<file path="config.mk">
export PLATFORM = sky130hd
export DESIGN_NAME = trap_entry_unit
export DESIGN_NICKNAME = d
export VERILOG_FILES = /design/src/rtl/trap_pkg.sv /design/src/rtl/trap_router.sv /design/src/rtl/trap_target.sv /design/src/rtl/trap_entry_unit.sv
export SDC_FILE = /design/constraint.sdc
export NUM_CORES = 1
export LEC_CHECK = 0
export ABC_AREA = 1
export CAP_MARGIN = 20
export CORE_ASPECT_RATIO = 0.5
export CORE_MARGIN = 3
export CORE_UTILIZATION = 40
export DETAILED_ROUTE_END_ITERATION = 8
export GPL_TIMING_DRIVEN = 0
export PLACE_DENSITY = 0.78
export SLEW_MARGIN = 30
export SYNTH_ARGS = -nofsm -noshare
export SYNTH_HDL_FRONTEND = slang
export SYNTH_HIERARCHICAL = 1
export SYNTH_SLANG_ARGS = --single-unit
</file>
<file path="constraint.sdc">
create_clock -name clk_i -period 4.9 [get_ports clk_i]
set_clock_uncertainty 0.1 [all_clocks]
set_input_delay 0.735 -clock clk_i [delete_from_list [all_inputs] [get_ports clk_i]]
set_output_delay 0.735 -clock clk_i [all_outputs]
set_load 0.03 [all_outputs]
</file>
<file path="src/rtl/trap_pkg.sv">
package trap_pkg;
  localparam logic [1:0] PRV_U = 2'd0;
  localparam logic [1:0] PRV_S = 2'd1;
  localparam logic [1:0] PRV_H = 2'd2;
  localparam logic [1:0] PRV_M = 2'd3;
  localparam int unsigned BRKPT_CODE = 3;
  localparam logic [2:0] DBG_SWBP = 3'd1;

  typedef enum logic [1:0] {
    RT_DBG_STAY  = 2'd0,
    RT_DBG_ENTER = 2'd1,
    RT_SUP       = 2'd2,
    RT_MACH      = 2'd3
  } route_e;

  function automatic logic [1:0] legal_priv(input logic [1:0] p);
    return (p == PRV_H) ? PRV_U : p;
  endfunction
endpackage

</file>
<file path="src/rtl/trap_router.sv">
module trap_router
  import trap_pkg::*;
#(
  parameter int XLEN = 32
) (
  input  logic [XLEN-1:0] cause_i,
  input  logic [1:0]      priv_i,
  input  logic            dbg_active_i,
  input  logic [2:0]      brk_en_i,
  input  logic [XLEN-1:0] medeleg_i,
  input  logic [XLEN-1:0] mideleg_i,
  output route_e          route_o,
  output logic            is_intr_o,
  output logic            is_brk_o
);
  localparam int IW = $clog2(XLEN);
  localparam int CW = XLEN - 1;

  function automatic logic brk_armed(input logic [1:0] p, input logic [2:0] en);
    case (p)
      PRV_M:   return en[2];
      PRV_S:   return en[1];
      PRV_U:   return en[0];
      default: return 1'b0;
    endcase
  endfunction

  function automatic logic deleg_hit(input logic [CW-1:0] idx,
                                     input logic [XLEN-1:0] mask);
    if (idx >= CW'(XLEN)) return 1'b0;
    return mask[idx[IW-1:0]];
  endfunction

  logic [CW-1:0]   idx;
  logic [XLEN-1:0] mask_sel;
  logic            low_priv;

  always_comb begin
    is_intr_o = cause_i[XLEN-1];
    idx       = cause_i[CW-1:0];
    is_brk_o  = (cause_i == XLEN'(BRKPT_CODE));
    mask_sel  = is_intr_o ? mideleg_i : medeleg_i;
    low_priv  = (priv_i == PRV_U) || (priv_i == PRV_S);
    if (dbg_active_i)
      route_o = RT_DBG_STAY;
    else if (is_brk_o && brk_armed(priv_i, brk_en_i))
      route_o = RT_DBG_ENTER;
    else if (low_priv && deleg_hit(idx, mask_sel))
      route_o = RT_SUP;
    else
      route_o = RT_MACH;
  end
endmodule

</file>
<file path="src/rtl/trap_target.sv">
module trap_target
  import trap_pkg::*;
#(
  parameter int          XLEN    = 32,
  parameter logic [31:0] DBG_ROM = 32'h0000_0800,
  parameter logic [31:0] DBG_EXC = 32'h0000_0808
) (
  input  route_e          route_i,
  input  logic            is_intr_i,
  input  logic            is_brk_i,
  input  logic [XLEN-3:0] vec_idx_i,
  input  logic [XLEN-1:0] mtvec_i,
  input  logic [XLEN-1:0] stvec_i,
  output logic [XLEN-1:0] target_o
);
  localparam logic [XLEN-1:0] ROM_ADDR = XLEN'(DBG_ROM);
  localparam logic [XLEN-1:0] EXC_ADDR = XLEN'(DBG_EXC);

  function automatic logic [XLEN-1:0] mvec_addr(input logic [XLEN-1:0] tvec,
                                                input logic intr,
                                                input logic [XLEN-3:0] idx);
    logic [XLEN-1:0] base;
    base = {tvec[XLEN-1:1], 1'b0};
    if (tvec[0] && intr) return base + {idx, 2'b00};
    return base;
  endfunction

  always_comb begin
    case (route_i)
      RT_DBG_STAY:  target_o = is_brk_i ? ROM_ADDR : EXC_ADDR;
      RT_DBG_ENTER: target_o = ROM_ADDR;
      RT_SUP:       target_o = stvec_i;
      default:      target_o = mvec_addr(mtvec_i, is_intr_i, vec_idx_i);
    endcase
  end
endmodule

</file>
<file path="src/rtl/trap_entry_unit.sv">
module trap_entry_unit
  import trap_pkg::*;
#(
  parameter int          XLEN     = 32,
  parameter logic [31:0] RESET_PC = 32'h0000_1000,
  parameter logic [31:0] DBG_ROM  = 32'h0000_0800,
  parameter logic [31:0] DBG_EXC  = 32'h0000_0808
) (
  input  logic            clk_i,
  input  logic            rst_ni,
  input  logic            trap_valid_i,
  input  logic [XLEN-1:0] trap_cause_i,
  input  logic [XLEN-1:0] trap_tval_i,
  input  logic [XLEN-1:0] trap_pc_i,
  input  logic [XLEN-1:0] mtvec_i,
  input  logic [XLEN-1:0] stvec_i,
  input  logic [XLEN-1:0] medeleg_i,
  input  logic [XLEN-1:0] mideleg_i,
  input  logic [2:0]      brk_en_i,
  input  logic            sie_i,
  input  logic            mie_i,
  input  logic            priv_load_i,
  input  logic [1:0]      priv_val_i,
  output logic [XLEN-1:0] pc_o,
  output logic [1:0]      priv_o,
  output logic [XLEN-1:0] mepc_o,
  output logic [XLEN-1:0] mcause_o,
  output logic [XLEN-1:0] mtval_o,
  output logic [XLEN-1:0] sepc_o,
  output logic [XLEN-1:0] scause_o,
  output logic [XLEN-1:0] stval_o,
  output logic [XLEN-1:0] dpc_o,
  output logic [2:0]      dbg_cause_o,
  output logic [1:0]      dbg_prv_o,
  output logic            spie_o,
  output logic            spp_o,
  output logic            mpie_o,
  output logic [1:0]      mpp_o,
  output logic            sie_clr_o,
  output logic            mie_clr_o,
  output logic            resv_clr_o
);
  route_e          route;
  logic            is_intr;
  logic            is_brk;
  logic [XLEN-1:0] target;
  logic            dbg_active;

  // named events for the checker
  logic ev_dbg_stay, ev_dbg_enter, ev_sup, ev_mach;

  assign dbg_active   = (dbg_cause_o != 3'd0);
  assign ev_dbg_stay  = trap_valid_i && (route == RT_DBG_STAY);
  assign ev_dbg_enter = trap_valid_i && (route == RT_DBG_ENTER);
  assign ev_sup       = trap_valid_i && (route == RT_SUP);
  assign ev_mach      = trap_valid_i && (route == RT_MACH);

  trap_router #(.XLEN(XLEN)) u_router (
    .cause_i      (trap_cause_i),
    .priv_i       (priv_o),
    .dbg_active_i (dbg_active),
    .brk_en_i     (brk_en_i),
    .medeleg_i    (medeleg_i),
    .mideleg_i    (mideleg_i),
    .route_o      (route),
    .is_intr_o    (is_intr),
    .is_brk_o     (is_brk)
  );

  trap_target #(.XLEN(XLEN), .DBG_ROM(DBG_ROM), .DBG_EXC(DBG_EXC)) u_target (
    .route_i   (route),
    .is_intr_i (is_intr),
    .is_brk_i  (is_brk),
    .vec_idx_i (trap_cause_i[XLEN-3:0]),
    .mtvec_i   (mtvec_i),
    .stvec_i   (stvec_i),
    .target_o  (target)
  );

  always_ff @(posedge clk_i) begin
    if (!rst_ni) begin
      pc_o        <= XLEN'(RESET_PC);
      priv_o      <= PRV_M;
      mepc_o      <= '0;
      mcause_o    <= '0;
      mtval_o     <= '0;
      sepc_o      <= '0;
      scause_o    <= '0;
      stval_o     <= '0;
      dpc_o       <= '0;
      dbg_cause_o <= 3'd0;
      dbg_prv_o   <= 2'd0;
      spie_o      <= 1'b0;
      spp_o       <= 1'b0;
      mpie_o      <= 1'b0;
      mpp_o       <= 2'd0;
      sie_clr_o   <= 1'b0;
      mie_clr_o   <= 1'b0;
      resv_clr_o  <= 1'b0;
    end else begin
      sie_clr_o  <= 1'b0;
      mie_clr_o  <= 1'b0;
      resv_clr_o <= 1'b0;
      if (trap_valid_i) begin
        pc_o <= target;
        case (route)
          RT_DBG_STAY: ;
          RT_DBG_ENTER: begin
            dbg_cause_o <= DBG_SWBP;
            dbg_prv_o   <= priv_o;
            dpc_o       <= trap_pc_i;
            priv_o      <= PRV_M;
          end
          RT_SUP: begin
            scause_o   <= trap_cause_i;
            sepc_o     <= trap_pc_i;
            stval_o    <= trap_tval_i;
            spie_o     <= sie_i;
            spp_o      <= priv_o[0];
            sie_clr_o  <= 1'b1;
            priv_o     <= PRV_S;
            resv_clr_o <= 1'b1;
          end
          default: begin
            mcause_o   <= trap_cause_i;
            mepc_o     <= trap_pc_i;
            mtval_o    <= trap_tval_i;
            mpie_o     <= mie_i;
            mpp_o      <= priv_o;
            mie_clr_o  <= 1'b1;
            priv_o     <= PRV_M;
            resv_clr_o <= 1'b1;
          end
        endcase
      end else if (priv_load_i) begin
        priv_o <= legal_priv(priv_val_i);
      end
    end
  end
endmodule

</file>
==> run_results.csv <==
group,metric,value,unit
run_status,status,"finished clean",
logic_synthesis,synthCells,2021,
layout,fin_cells,3007,
logic_synthesis,synth_area_per_cell,6.55,um2
drt,wl,57.7,mm
placement,routabilityCongestion,1.00,
job,drv_cap,0,
global_route,track_usage,0.309,
drt,drt_first_pass_iters,5,
logic_synthesis,syn_area,13200,um2
timing,worst_slack,729,ps
layout,area_growth,48.7,%
cts,post_cts_buffers,0,
pwr,design_power_total,0.00572,W
floorplan,fp-row-count,46,
worst_setup_path,rr_worst_depth,15,
worst_setup_path,arrival,4550,ps
worst_setup_path,worstSetupPathType,"primary input to register",
cts,path_clk_slew,70,ps
cts,htreeDepth,1,
timing,worst_pin_slew,925,ps
worst_setup_path,start_kind,"primary input",
pwr,power_switching,0.00175,W
placement,pre_cts_slack,298,ps
cts,numCtsBuffers,26,
cts,clockBufferDepth,3,
timing,timing.slew.headroom,0.384,
logic_synthesis,synth.top_cell.area_share,0.407,
timing,slew_violations,0,
worst_setup_path,cp-startpoint,"trap_cause_i[1]",
worst_setup_path,r2r_end,"pc_o[6]",
drt,drt_first_iter_violations,1481,
worst_setup_path,critPathMaxFanout,10,
drt,avgViaCountPerCell,5.09,
pwr,power_density,291,nW/um2
pwr,switching_share,0.305,
pwr,p_int,0.00398,W
logic_synthesis,yosysTopAreaCell,"dfxtp_1",
global_route,grt_max_degree,16,
logic_synthesis,synth_ff_type,"dfxtp_1",
timing,finalSetupViolCount,0,
global_route,grt_pass1_vias,14100,
pwr,p_leak,8.65,nW
floorplan,initial_core_util,0.412,
pwr,p_clk_frac,0.370,
drt,vias,15300,
placement,place_area,18800,um2
cts,cts_resized,0,
worst_setup_path,reg2reg_from,"priv_o[0]",
placement,hpwl,45.6,mm
pwr,power_frac_comb,0.223,
cts,cts.sinks,269,
timing,rsz0062_at_grt,"false",
layout,drive_gt1_frac,0.0521,
worst_setup_path,ff2ff_setup_slack,1460,ps
global_route,antenna_found_initial,2,
cts,holdBufCountCts,0,
placement,dpl.cell_count,2956,
logic_synthesis,ys_ff_latch,269,
worst_setup_path,crit_required,5280,ps
global_route,grt_first_pass_wirelength,84.8,mm
floorplan,die_h,135,um
pwr,vdd_ir_drop_max,238,uV
drt,ant_nets,0,
logic_synthesis,yosys_warnings,6,
worst_setup_path,endpoint,"pc_o[6]",
logic_synthesis,ys_seq_area_frac,0.407,
drt,wl_per_cell,19.2,um
timing,tns,0,ps
logic_synthesis,synth_cell_types,43,
timing,final.min_clock_period,4170,ps
logic_synthesis,async_flop_share,0,
floorplan,ioPinCount,506,
timing,period_share,0.851,
timing,max_freq,240,MHz
drt,drc,0,
min_path,hold_class,"register to register",
placement,io_buffers,502,
global_route,grt_overflow,0,
cts,cts_root_buffer,"clkbuf_16",
layout,nNetsFinal,2817,
layout,stdcell_area,19700,um2
logic_synthesis,synth_enable_flop_cells,0,
worst_setup_path,endpoint_kind,"register",
pwr,pwr-share-seq,0.407,
cts,clk_latency,550,ps
floorplan,core-area,32100,um2
floorplan,die_area,35400,um2
logic_synthesis,synth_area_leaders,"dfxtp_1 41%, nor2_1 18%, nand2_1 9.9%",
cts,cts_tree,"done",
floorplan,fp.dieW,263,um
timing,hold_violations,0,
==> placed cells by master (no fill, tap or decap), drive strengths merged, types with 11 or more instances in the layout <==
| cell type | n |
|---|---|
| a21oi | 126 |
| buf | 54 |
| dfxtp | 269 |
| clkdlybuf4s50 | 502 |
| nand3 | 106 |
| ha | 29 |
| xor2 | 11 |
| nand2 | 357 |
| nor2 | 626 |
| o21ai | 193 |
| clkbuf | 89 |
| inv | 159 |
==> worst min-delay path by stage <==
stage / start / end / slack, ps / cells after the start
after global placement: pc_o[12] / pc_o[12] / 340 / 2
after detailed placement: pc_o[12] / pc_o[12] / 370 / 2
final: pc_o[12] / pc_o[12] / 380 / 2
after global routing: sepc_o[19] / sepc_o[19] / 400 / 2
after floorplan: dbg_cause_o[0] / dbg_cause_o[0] / 390 / 2
after CTS: pc_o[12] / pc_o[12] / 380 / 2
==> layer usage <==
| layer | up-vias | routed length (um) | GRT usage |
|---|---|---|---|
| met2 | 633 | 25900 | 0.502 |
| met1 | 7119 | 25100 | 0.415 |
| met5 | - | 0 | 0 |
| met3 | 128 | 4100 | 0.0508 |
| met4 | 0 | 2520 | 0.118 |
| li1 | 7437 | - | - |
==> worst max-delay path, cell delays in order <==
cell and delay [ps]:
clkdlybuf4s50_1 680, buf_4 250, inv_2 110, nor3_1 390
nand3_1 130, nor2_1 140, nand3_1 80, nand2_1 110
inv_1 60, nand3_1 130, nand2_1 60, inv_1 240
nand2_1 340, inv_1 300, clkbuf_2 270, o21ai_0 100
o21ai_0 180, nor2_1 80, nor2_1 130
==> metrics by stage <==
step                 util  hold slack, ps
global placement    0.585             339
global route        0.613             404
CTS                 0.613             384
floorplan               -             386
finish              0.613             384
detailed placement  0.585             367
==> cell type report <==
class,count,area [um2]
Fill cell,3037,12400
Tap cell,432,541
Antenna cell,3,7.51
Sequential cell,269,5390
Clock inverter,14,141
Multi-Input combinational cell,1487,6650
Inverter,157,594
Clock buffer,34,732
Timing Repair Buffer,502,5020
Buffer,109,606
==> cell families after synthesis <==
logic type,count (synthesis),share of synthesized area
and+or+nand+nor,1114,0.338
buffers and inverters,266,0.0907
AOI/OAI and AO/OA,328,0.127
other,1,0.000283
xor gates and xnor gates,13,0.00860
adders and majority gates,30,0.0289
DFF,269,0.407
==> power groups by stage <==
stage / Combinational [W] / Sequential (W) / Clock [W]
finish: 0.00128 / 0.00233 / 0.00212
global route: 0.00138 / 0.00234 / 0.00221
CTS: 0.00127 / 0.00233 / 0.00212
detailed placement: 0.00126 / 0.00238 / 0
global placement: 0.00125 / 0.00237 / 0
floorplan: 0.000484 / 0.00255 / 0
==> cells in the mapped netlist, types with 3 or more instances <==
| cell | n |
|---|---|
| ha_1 | 29 |
| inv_1 | 148 |
| o21bai_1 | 3 |
| buf_2 | 24 |
| nor3_1 | 9 |
| buf_4 | 14 |
| buf_6 | 15 |
| nand3_1 | 99 |
| inv_2 | 6 |
| nand4_1 | 6 |
| dfxtp_1 | 269 |
| nor2_2 | 4 |
| o21ai_1 | 15 |
| nand2_1 | 348 |
| clkbuf_1 | 54 |
| nor2_1 | 620 |
| nand2_2 | 9 |
| o21ai_0 | 178 |
| or2_1 | 3 |
| xor2_1 | 11 |
| nand3_2 | 6 |
| a21oi_1 | 124 |
==> flip-flops by register name (all words and copies together) (netlist names), 2 cells and up <==
register / flops
dbg_prv_o: 2
priv_o: 2
mtval_o: 32
mepc_o: 32
dpc_o: 32
sepc_o: 32
mpp_o: 2
scause_o: 32
pc_o: 32
stval_o: 32
mcause_o: 32
(Power assumes the default switching activity.)
